File: config.mk
export PLATFORM = sky130hd
export DESIGN_NAME = cs_status_monitor
export DESIGN_NICKNAME = d
export VERILOG_FILES = /design/src/rtl/cs_mon_pkg.sv /design/src/rtl/cs_blk_crc.sv /design/src/rtl/cs_head_cmp.sv /design/src/rtl/cs_status_monitor.sv
export SDC_FILE = /design/constraint.sdc
export NUM_CORES = 1
export LEC_CHECK = 0
export CELL_PAD_IN_SITES_DETAIL_PLACEMENT = 1
export CELL_PAD_IN_SITES_GLOBAL_PLACEMENT = 2
export CORE_ASPECT_RATIO = 1.2
export CORE_UTILIZATION = 37
export CTS_BUF_LIST = sky130_fd_sc_hd__clkbuf_8
export CTS_CLUSTER_SIZE = 16
export DETAILED_ROUTE_END_ITERATION = 10
export GPL_TIMING_DRIVEN = 0
export PLACE_DENSITY_LB_ADDON = 0.15
export SYNTH_ARGS = -nofsm -noshare
export SYNTH_HDL_FRONTEND = slang
export SYNTH_SLANG_ARGS = --single-unit
File: constraint.sdc
create_clock -name clk -period 2.7 [get_ports clk]
set_clock_uncertainty 0.05 [all_clocks]
set_input_delay 0.675 -clock clk [delete_from_list [all_inputs] [get_ports clk]]
set_output_delay 0.675 -clock clk [all_outputs]
set_load 0.01 [all_outputs]
File: src/rtl/cs_mon_pkg.sv
package cs_mon_pkg;

   localparam int STAT_W     = 8;
   localparam int ST_ERR_CH0 = 7;
   localparam int ST_ERR_CH1 = 6;
   localparam int ST_CHG     = 5;

   function automatic logic [7:0] crc8_step_lsb(input logic [7:0] crc,
                                                input logic [7:0] din,
                                                input logic [7:0] poly);
      logic [7:0] r;
      logic       fb;
      r = crc;
      for (int i = 0; i < 8; i++) begin
         fb = r[7] ^ din[i];
         r  = {r[6:0], 1'b0};
         if (fb) r = r ^ poly;
      end
      return r;
   endfunction

   function automatic logic [7:0] crc8_step_msb(input logic [7:0] crc,
                                                input logic [7:0] din,
                                                input logic [7:0] poly);
      logic [7:0] r;
      logic       fb;
      r = crc;
      for (int i = 7; i >= 0; i--) begin
         fb = r[7] ^ din[i];
         r  = {r[6:0], 1'b0};
         if (fb) r = r ^ poly;
      end
      return r;
   endfunction

endpackage

File: src/rtl/cs_blk_crc.sv
module cs_blk_crc
   import cs_mon_pkg::*;
#(
   parameter int         BLOCK_BYTES = 24,
   parameter int         HEAD_BYTES  = 4,
   parameter int         IDX_W       = 5,
   parameter logic [7:0] CRC_POLY    = 8'h1D,
   parameter logic [7:0] CRC_INIT    = 8'hFF,
   parameter bit         LSB_FIRST   = 1'b1
) (
   input  logic                    clk,
   input  logic                    rst_n,
   input  logic                    sel_i,
   input  logic [IDX_W-1:0]        idx_i,
   input  logic [7:0]              data_i,
   output logic                    done_o,
   output logic                    bad_o,
   output logic [HEAD_BYTES*8-1:0] head_o
);

   localparam logic [IDX_W-1:0] LAST_IDX = IDX_W'(BLOCK_BYTES - 1);
   localparam logic [IDX_W-1:0] ZERO_IDX = '0;

   logic [7:0]              crc_q;
   logic [7:0]              crc_seed;
   logic [7:0]              crc_nx;
   logic [IDX_W-1:0]        exp_q;
   logic                    live_q;
   logic [HEAD_BYTES*8-1:0] head_q;
   logic                    starting;
   logic                    in_order;

   assign starting = (idx_i == ZERO_IDX);
   assign in_order = live_q && (idx_i == exp_q) && !starting;
   assign crc_seed = starting ? CRC_INIT : crc_q;

   generate
      if (LSB_FIRST) begin : g_lsb
         assign crc_nx = crc8_step_lsb(crc_seed, data_i, CRC_POLY);
      end else begin : g_msb
         assign crc_nx = crc8_step_msb(crc_seed, data_i, CRC_POLY);
      end
   endgenerate

   assign done_o = sel_i && in_order && (idx_i == LAST_IDX);
   assign bad_o  = (crc_q != data_i);
   assign head_o = head_q;

   always_ff @(posedge clk) begin
      if (!rst_n) begin
         live_q <= 1'b0;
         exp_q  <= '0;
         crc_q  <= CRC_INIT;
      end else if (sel_i) begin
         if (starting) begin
            live_q <= 1'b1;
            exp_q  <= IDX_W'(1);
            crc_q  <= crc_nx;
         end else if (in_order && (idx_i != LAST_IDX)) begin
            exp_q <= exp_q + 1'b1;
            crc_q <= crc_nx;
         end else begin
            live_q <= 1'b0;
         end
      end
   end

   always_ff @(posedge clk) begin
      if (!rst_n) begin
         head_q <= '0;
      end else if (sel_i && (starting || in_order)) begin
         for (int k = 0; k < HEAD_BYTES; k++) begin
            if (idx_i == IDX_W'(k)) head_q[k*8 +: 8] <= data_i;
         end
      end
   end

   assert_exp_bound_R7: assert property (@(posedge clk) disable iff (!rst_n)
      live_q |-> (exp_q <= LAST_IDX));

   assert_broken_stays_R7: assert property (@(posedge clk) disable iff (!rst_n)
      (sel_i && !live_q && !starting) |=> !live_q);

endmodule

File: src/rtl/cs_head_cmp.sv
module cs_head_cmp #(
   parameter int HEAD_BITS = 32
) (
   input  logic                 clk,
   input  logic                 rst_n,
   input  logic                 done_i,
   input  logic [HEAD_BITS-1:0] head_i,
   output logic                 chg_o
);

   logic [HEAD_BITS-1:0] ref_q;
   logic                 ref_vld_q;

   assign chg_o = done_i && ref_vld_q && (head_i != ref_q);

   always_ff @(posedge clk) begin
      if (!rst_n) begin
         ref_q     <= '0;
         ref_vld_q <= 1'b0;
      end else if (done_i) begin
         ref_q     <= head_i;
         ref_vld_q <= 1'b1;
      end
   end

   assert_ref_kept_R7: assert property (@(posedge clk) disable iff (!rst_n)
      !done_i |=> $stable(ref_q));

   assert_first_quiet_R5: assert property (@(posedge clk) disable iff (!rst_n)
      $rose(ref_vld_q) |-> !$past(chg_o));

endmodule

File: src/rtl/cs_status_monitor.sv
module cs_status_monitor
   import cs_mon_pkg::*;
#(
   parameter int         BLOCK_BYTES = 24,
   parameter int         HEAD_BYTES  = 4,
   parameter logic [7:0] CRC_POLY    = 8'h1D,
   parameter logic [7:0] CRC_INIT    = 8'hFF,
   parameter bit         LSB_FIRST   = 1'b1,
   localparam int        IDX_W       = $clog2(BLOCK_BYTES)
) (
   input  logic             clk,
   input  logic             rst_n,
   input  logic             byte_vld_i,
   input  logic             byte_chan_i,
   input  logic [IDX_W-1:0] byte_idx_i,
   input  logic [7:0]       byte_data_i,
   input  logic             rd_stb_i,
   output logic [7:0]       status_o
);

   localparam int NUM_CH    = 2;
   localparam int HEAD_BITS = HEAD_BYTES * 8;

   generate
      if (BLOCK_BYTES < HEAD_BYTES + 2) begin : g_bad_block
         $error("block must hold the header bytes plus payload and CRC");
      end
      if (HEAD_BYTES < 1) begin : g_bad_head
         $error("at least one header byte is compared");
      end
   endgenerate

   logic [NUM_CH-1:0] done_w;
   logic [NUM_CH-1:0] bad_w;
   logic [NUM_CH-1:0] chg_w;
   logic [STAT_W-1:0] set_vec;
   logic [STAT_W-1:0] status_q;

   for (genvar c = 0; c < NUM_CH; c++) begin : g_ch
      logic                 sel;
      logic [HEAD_BITS-1:0] head;

      assign sel = byte_vld_i && (byte_chan_i == c[0]);

      cs_blk_crc #(
         .BLOCK_BYTES(BLOCK_BYTES),
         .HEAD_BYTES (HEAD_BYTES),
         .IDX_W      (IDX_W),
         .CRC_POLY   (CRC_POLY),
         .CRC_INIT   (CRC_INIT),
         .LSB_FIRST  (LSB_FIRST)
      ) crc_i (
         .clk   (clk),
         .rst_n (rst_n),
         .sel_i (sel),
         .idx_i (byte_idx_i),
         .data_i(byte_data_i),
         .done_o(done_w[c]),
         .bad_o (bad_w[c]),
         .head_o(head)
      );

      cs_head_cmp #(
         .HEAD_BITS(HEAD_BITS)
      ) cmp_i (
         .clk   (clk),
         .rst_n (rst_n),
         .done_i(done_w[c]),
         .head_i(head),
         .chg_o (chg_w[c])
      );
   end

   always_comb begin
      set_vec             = '0;
      set_vec[ST_ERR_CH0] = done_w[0] && bad_w[0];
      set_vec[ST_ERR_CH1] = done_w[1] && bad_w[1];
      set_vec[ST_CHG]     = |chg_w;
   end

   always_ff @(posedge clk) begin
      if (!rst_n) status_q <= '0;
      else        status_q <= (rd_stb_i ? '0 : status_q) | set_vec;
   end

   assign status_o = status_q;

   assert_err0_set_R1: assert property (@(posedge clk) disable iff (!rst_n)
      (done_w[0] && bad_w[0]) |=> status_q[ST_ERR_CH0]);

   assert_err1_set_R3: assert property (@(posedge clk) disable iff (!rst_n)
      (done_w[1] && bad_w[1]) |=> status_q[ST_ERR_CH1]);

   assert_sticky_R6: assert property (@(posedge clk) disable iff (!rst_n)
      (status_q[ST_CHG] && !rd_stb_i) |=> status_q[ST_CHG]);

   assert_rd_clear_R6: assert property (@(posedge clk) disable iff (!rst_n)
      (rd_stb_i && (done_w == '0)) |=> (status_q == '0));

   assert_chg_source_R4: assert property (@(posedge clk) disable iff (!rst_n)
      $rose(status_q[ST_CHG]) |-> $past(|done_w));

   assert_rsvd_zero_R8: assert property (@(posedge clk) disable iff (!rst_n)
      status_q[4:0] == 5'd0);

endmodule

==> summary.md, run 1 <==
| Metric | Value |
|---|---|
| Status | complete, no violations |
| Pre-CTS WS | -1.05 ns |
| Sw Ratio | 0.277 |
| Reg2reg setup slack | 0.25 ns |
| Synth cell count leaders | dfxtp_1 (161), nor2_1 (116), mux2i_1 (101), xnor2_1 (73), xor2_1 (68) |
| Layout Cells excl Fill | 1,170 |
| CP Cell Sequence | dlygate4sd2_1 -> or4_4 -> buf_6 -> nor2_8 -> buf_4 -> o211ai_2 -> mux2i_1 -> nor2_1 |
| DR pass1 iterations | 4 |
| Maximum clock rate | 378 MHz |
| Synth Register Bits | 161 |
| Worst reg2reg path depth | 6 |
| Slew of the pin with the lowest slew margin | 1.09 ns |
| Maximum fanout along the worst path | 10 |
| Chip width | 135 microns |
| Register area share after synthesis | 0.409 |
| Clock sinks | 161 |
| Area added between synthesis and finish | 12.8% |
| # IOs | 26 |
| Die height | 162 microns |
| Ant diodes | 0 |
| CP peak stage delay | 0.59 ns |
| PD cells | 534 nW/um^2 |
| Peak supply drop | 328 uV |
| Core area | 20,900 sq um |
| Main synth FF type | dfxtp_1 |
| Largest net degree at the start of global routing | 18 |
| Reg power frac | 0.501 |
| Slew headroom | 0.275 |
| Setup Viol. Count Final | 0 |
| Fin crit share | 0.979 |
| Final hold slack | 0.413 ns |
| Nets@finish | 907 |
| Clock Power Share | 0.404 |
| Count leader, synth | dfxtp_1 |
| Max capacitance violation total | 0 |
| R2r startpoint | g_ch[1].crc_i.exp_q[2] |
| Crit path max-delay family | simple AND/OR/NAND/NOR gates |
| Mean Syn Cell Area | 9.26 sq um |
| Endpoint of the worst register-to-register path | g_ch[1].crc_i.head_o[15] |
| Synth Instances | 851 |
| PortBufs | 12 |
| Critical path's slowest cell | or4_4 |
| Fraction of registers with async set/reset | 0 |
| Number of flops mapped to enable cells by yosys | 0 |
| Overall Global Routing Usage | 0.217 |
| Final ANT Viol Nets | 0 |
| WL per Instance | 19.4 microns |
| Initial core utilization | 0.377 |
| Crit. Startpoint | byte_idx_i[2] |
| Root Buffer Master | clkbuf_8 |
| DRC violations left | 0 |
| CTS max path bufs | 2 |
| Final worst slack | 0.0576 ns |
| Arr. time, crit path | 2.93 ns |
| 1st-iter DRT viols | 224 |
| Min Tclk post-route | 2.64 ns |
| Via count | 6,054 |
| Die ar. | 21,900 sq um |
| Final Max Tran Viols | 0 |
| CTS clock-pin slew for the worst setup and hold paths | 0.09 ns |
| Worst Setup Path Type | in -> reg |
| Synth area leaders | dfxtp_1 (41%), mux2i_1 (13%), xnor2_1 (8.1%), xor2_1 (7.6%), nor2_1 (5.5%) |
| Worst-Skew Late Latency | 0.48 ns |
| WP depth | 8 |
| Overflow after GRT | 0 |
| RSZ-0062 raised after global routing | true |
| Post-Syn Area | 7880 sq um |
| Vias per inst | 5.17 |
| CP Launch Type | input port |
| Yosys top cell by area | dfxtp_1 |
| Synthesis Warnings | 0 |
| CTS hold repair buffers | 0 |
| H-tree Lvls | 4 |
| Worst Hold Class | reg -> reg |
| DRT Wirelength | 22,600 microns |
| Std cell rows | 58 |
| First-pass GRT wire length | 35,400 microns |
| CTS tree | yes |
| Vias in the first global route | 6,395 |
| Share of cells above drive strength 1 | 0.0922 |
| HPWL after DPL | 16,100 microns |
| CTS Buf Count | 17 |
| Leak | 4.01 nW |
| DP Cell Count | 1,137 |
| Critical Path End Type | register |
| Int Power | 0.00344 W |
| Switch Pwr | 0.00131 W |
| Initial antenna violation count | 0 |
| Count of cell types in the netlist | 54 |
| Req. time, crit path | 2.99 ns |
| Top cell type's share of synthesized area | 0.409 |
| Crit path capture | g_ch[0].crc_i.head_o[21] |
| Final Hold Viols | 0 |
| Placer Congestion | 0.809 |
| Worst Path Buf+Inv | 3 |
| Combinational share of power | 0.096 |
[cell type report]
type	instances	area [sq um]
clock buffer	17	234
inverter	9	33.8
clock inverter	15	195
multi-input combinational	619	4420
sequential	161	3220
timing repair buffer	14	131
tap	270	338
fill	2461	12000
buffer	65	314
[cells in the final DEF (no fill, tap or decap), types with 5 or more instances in the layout]
cell and n:
clkdlybuf4s50_1 9, o211ai_1 9, o21ai_0 8, nand4_1 12, o31ai_1 5, inv_1 8
xnor2_1 71, buf_2 9, clkbuf_1 36, nand2b_1 6, xnor3_1 7, mux2i_1 101
xor2_1 67, nand2_1 58, conb_1 5, nand3_1 33, dfxtp_1 161, clkbuf_2 6
a21oi_1 48, clkbuf_8 18, nor2_1 115, buf_4 9, nor4_1 14
[how the worst min path moves through the flow]
stage / end / slack, ns / startpoint / depth (start not counted)
after floorplan: g_ch[0].crc_i.live_q / 0.38 / g_ch[0].crc_i.live_q / 2
after global placement: g_ch[0].cmp_i.ref_vld_q / 0.40 / g_ch[0].cmp_i.ref_vld_q / 2
after detailed placement: g_ch[0].cmp_i.ref_vld_q / 0.40 / g_ch[0].cmp_i.ref_vld_q / 2
after CTS: g_ch[0].cmp_i.ref_vld_q / 0.42 / g_ch[0].cmp_i.ref_vld_q / 2
after global routing: g_ch[1].cmp_i.ref_q[26] / 0.44 / g_ch[1].cmp_i.ref_q[26] / 2
final: g_ch[0].cmp_i.ref_vld_q / 0.41 / g_ch[0].cmp_i.ref_vld_q / 2
[through the flow]
step	total power (W)	cell area (sq um)	setup TNS [ns]	util
5_1_grt	0.00493	8890	-1.08	0.425
6_report	0.00475	8890	0	0.425
3_3_place_gp	0.00287	8360	-115.42	0.400
3_5_place_dp	0.00288	8360	-119.50	0.400
2_1_floorplan	0.00275	7900	0	-
4_1_cts	0.00480	8850	0	0.424
[worst register-to-register path, stage by stage, from the launching register on]
cell and delay [ns]:
dfxtp_1 0.40, nand2b_1 0.14, o221ai_1 0.18, nor3_1 0.66, o2111ai_2 0.51, mux2i_1 0.31
nor2_1 0.06
[power groups by stage]
stage | registers, W | clock network, W | logic [W]
floorplan | 0.00243 | 0 | 0.000314
global placement | 0.00243 | 0 | 0.000437
detailed placement | 0.00243 | 0 | 0.000442
CTS | 0.00238 | 0.00197 | 0.000450
global route | 0.00238 | 0.00206 | 0.000483
finish | 0.00238 | 0.00192 | 0.000454
[sequential cells by signal (all words and copies together) (netlist names)]
register and count:
status_o 3, g_ch.crc_i.head_o 64, g_ch.cmp_i.ref_q 64, g_ch.crc_i.exp_q 10, g_ch.cmp_i.ref_vld_q 2, g_ch.crc_i.crc_q 16
g_ch.crc_i.live_q 2
[per-layer routing]
layer  GRT usage  vias to the layer above  share of wire
met4      0.0776                        0          0.023
met2       0.381                       62           0.50
li1            -                     2925              -
met1       0.268                     3037           0.45
met5           0                        -              0
met3      0.0309                       30          0.019
[cell families after synthesis]
family                   after synthesis  share of synthesized area
AO/OA/AOI/OAI                         93                     0.0760
XOR/XNOR                             152                      0.186
adder cells (fa/ha/maj)                2                    0.00317
buffers and inverters                 75                     0.0421
flip-flops                           161                      0.409
multiplexers                         102                      0.130
other                                  1                   0.000476
AND/OR/NAND/NOR                      265                      0.154
[what timing repair did]
item                                    in CTS  in global routing
endpoints found under the setup margin     147                 65
pin swaps                                    1                  1
gates cloned                                 0                  0
resized for setup                           16                 13
setup buffers                                2                  0
No activity file was read; power rests on OpenSTA's default activity.
==> inputs of run 2 (changes only) <==
- CORE_UTILIZATION: 37 -> 38
- DONT_BUFFER_PORTS: not set -> 1
- HOLD_SLACK_MARGIN: not set -> 0.03
==> run 2 against run 1 <==
Worst hold slack worse by 0.011 ns. Register-to-register slack gained 0.02 ns. Setup slack improved by 0.065 ns. Sequential share of layout area up 0.97 points. Total power down 2.2%. Clock power down 3%. Design area fell by 2.6%. Non-clock buffer count fell by 12. Combinational power decreased by 8.8%. Via count shrank 1.9%. Global-route usage down 0.13 points. Largest power group unchanged. Highest routed layer unchanged.
==> summary.md, run 2 (synthesis gave the netlist of run 1 again) <==
| Metric | Value |
|---|---|
| Status | complete, no violations |
| Slew headroom | 0.326 (+0.0513) |
| Min Tclk post-route | 2.58 ns (-0.0652 ns) |
| Std cell rows | 57 (-1.7%) |
| Root Buffer Master | clkbuf_8 |
| Vias in the first global route | 6,345 (-0.78%) |
| Fin crit share | 0.955 (-0.0241) |
| Critical path's slowest cell | o2111ai_2 |
| CTS clock-pin slew for the worst setup and hold paths | 0.10 ns (about the same) |
| Leak | 3.93 nW (-2.1%) |
| HPWL after DPL | 15,600 microns (-3.3%) |
| Peak supply drop | 307 uV (-6.4%) |
| Via count | 5,940 (-1.9%) |
| # IOs | 26 (unchanged) |
| Final Max Tran Viols | 0 (unchanged) |
| Critical Path End Type | register |
| Clock sinks | 161 (unchanged) |
| Final Hold Viols | 0 (unchanged) |
| Crit path max-delay family | simple AND/OR/NAND/NOR gates |
| Chip width | 133 microns (-1.3%) |
| Area added between synthesis and finish | 9.87% |
| CTS max path bufs | 2 (unchanged) |
| Final ANT Viol Nets | 0 (unchanged) |
| DP Cell Count | 1,120 (-1.5%) |
| Worst Setup Path Type | in -> reg |
| Initial antenna violation count | 0 (unchanged) |
| Max capacitance violation total | 0 (unchanged) |
| CTS tree | yes |
| Worst-Skew Late Latency | 0.48 ns (about the same) |
| First-pass GRT wire length | 35,000 microns (-1.1%) |
| WL per Instance | 19.0 microns (-1.6%) |
| Sw Ratio | 0.295 (+0.0186) |
| Maximum fanout along the worst path | 10 (unchanged) |
| Total Power | 0.00465 W (-2.2%) |
| Largest net degree at the start of global routing | 20 (+2) |
| Initial core utilization | 0.389 (+0.0120) |
| Setup Viol. Count Final | 0 (unchanged) |
| DRC violations left | 0 (unchanged) |
| CTS hold repair buffers | 0 (unchanged) |
| DRT Wirelength | 22,000 microns (-3.0%) |
| Vias per inst | 5.15 (-0.44%) |
| Most common cell after layout, fill and taps aside | dfxtp_1 |
| Share of cells above drive strength 1 | 0.0811 (-0.0111) |
| Req. time, crit path | 3.00 ns (about the same) |
| CP Cell Sequence | clkbuf_1 -> buf_2 -> or3_1 -> nor3b_1 -> o2111ai_2 -> mux2i_1 -> nor2_1 |
| Reg power frac | 0.512 (+0.011) |
| Ant diodes | 0 (unchanged) |
| Nets@finish | 895 (-1.3%) |
| Combinational share of power | 0.089 (-0.007) |
| Layout Cells excl Fill | 1,153 (-1.5%) |
| Commonest cells after routing, fill and taps aside | dfxtp_1 (161), nor2_1 (115), mux2i_1 (101) |
| Slew of the pin with the lowest slew margin | 1.01 ns (-0.0769 ns) |
| Switch Pwr | 0.00137 W (+4.4%) |
| PortBufs | 0 (-12) |
| PD cells | 537 nW/um^2 (+0.45%) |
| Die height | 160 microns (-1.3%) |
| Worst Path Buf+Inv | 2 (-1) |
| RSZ-0062 raised after global routing | true |
| CP peak stage delay | 0.51 ns (-0.08 ns) |
| Clock Power Share | 0.399 (-0.005) |
| 1st-iter DRT viols | 155 (-31%) |
| Die ar. | 21,300 sq um (-2.6%) |
| Maximum clock rate | 388 MHz (+2.5%) |
| DR pass1 iterations | 4 (unchanged) |
| Overall Global Routing Usage | 0.216 (-0.00130) |
| Worst Hold Class | in -> reg |
| Int Power | 0.00328 W (-4.7%) |
| Core area | 20,300 sq um (-3.1%) |
| H-tree Lvls | 4 (unchanged) |
| Placer Congestion | 0.801 (-0.94%) |
| CP Launch Type | input port |
| CTS Buf Count | 17 (unchanged) |
| Overflow after GRT | 0 (unchanged) |
| Arr. time, crit path | 2.88 ns (-0.05 ns) |
-- run 2: cell types whose count changed in the layout (fill, tap and decap cells not counted), moves of 3 or more --
cell	before	now
inv_6	4	1
clkbuf_1	36	41
clkdlybuf4s50_1	9	0
dlygate4sd2_1	3	0
inv_8	3	6
clkbuf_2	6	1
-- run 2: per-layer routing --
metal  wire, microns  track usage
met5               0            0
met2           11000        0.381
met3             641       0.0406
met4             406       0.0677
met1            9910        0.262
-- run 2: final timing paths --
| check | startpoint | endpoint | slack (ns) | cells past startpoint |
|---|---|---|---|---|
| max reg2reg | g_ch[1].crc_i.exp_q[2] | g_ch[1].cmp_i.ref_q[30] | 0.27 | 8 |
| min reg2reg | g_ch[0].cmp_i.ref_vld_q | g_ch[0].cmp_i.ref_vld_q | 0.42 | 2 |
| min | rd_stb_i | status_o[6] | 0.40 | 3 |
| max | byte_idx_i[3] | g_ch[1].crc_i.head_o[19] | 0.12 | 7 |
-- run 2: through the flow --
| stage | hold slack, ns | utilization | worst slack (ns) | TNS, ns | instance area, sq um |
|---|---|---|---|---|---|
| after floorplan | 0.382 | - | 0.124 | 0 | 7900 |
| after global placement | 0.395 | 0.406 | -0.675 | -52.50 | 8230 |
| after detailed placement | 0.407 | 0.406 | -0.707 | -55.16 | 8230 |
| after CTS | 0.372 | 0.428 | 0.127 | 0 | 8660 |
| after global routing | 0.388 | 0.428 | -0.0605 | -0.264 | 8660 |
| final | 0.402 | 0.428 | 0.123 | 0 | 8660 |
-- run 2: power by group through the flow --
stage | logic, W | registers [W] | clock network [W]
3_5_place_dp | 0.000417 | 0.00243 | 0
5_1_grt | 0.000446 | 0.00238 | 0.00202
3_3_place_gp | 0.000411 | 0.00243 | 0
4_1_cts | 0.000419 | 0.00238 | 0.00192
2_1_floorplan | 0.000314 | 0.00243 | 0
6_report | 0.000414 | 0.00238 | 0.00186
-- run 2: worst register-to-register path: cells and delay by family (launching register included) --
family	cells	cell delay, ns
compound gates	2	0.21
buf+inv	2	0.70
flops	1	0.40
simple gates	4	0.91
-- run 2: layout make-up --
| class | instances | area (sq um) |
|---|---|---|
| buffer | 65 | 295 |
| inverter | 9 | 33.8 |
| clock buffer | 17 | 234 |
| multi-input combinational | 619 | 4350 |
| fill | 2359 | 11600 |
| clock inverter | 15 | 183 |
| timing repair buffer | 2 | 15.0 |
| sequential | 161 | 3220 |
| tap | 265 | 332 |
-- run 2: repair_timing --
item	CTS	global route
pin swaps	1	0
gates resized for setup	2	0
setup endpoints to repair	61	8
buffers inserted	2	0
==> inputs of run 3 (changes only) <==
- HOLD_SLACK_MARGIN: 0.03 -> not set
==> results of run 3 <==
No change in the layout: final DEF, timing and power equal those of run 2.
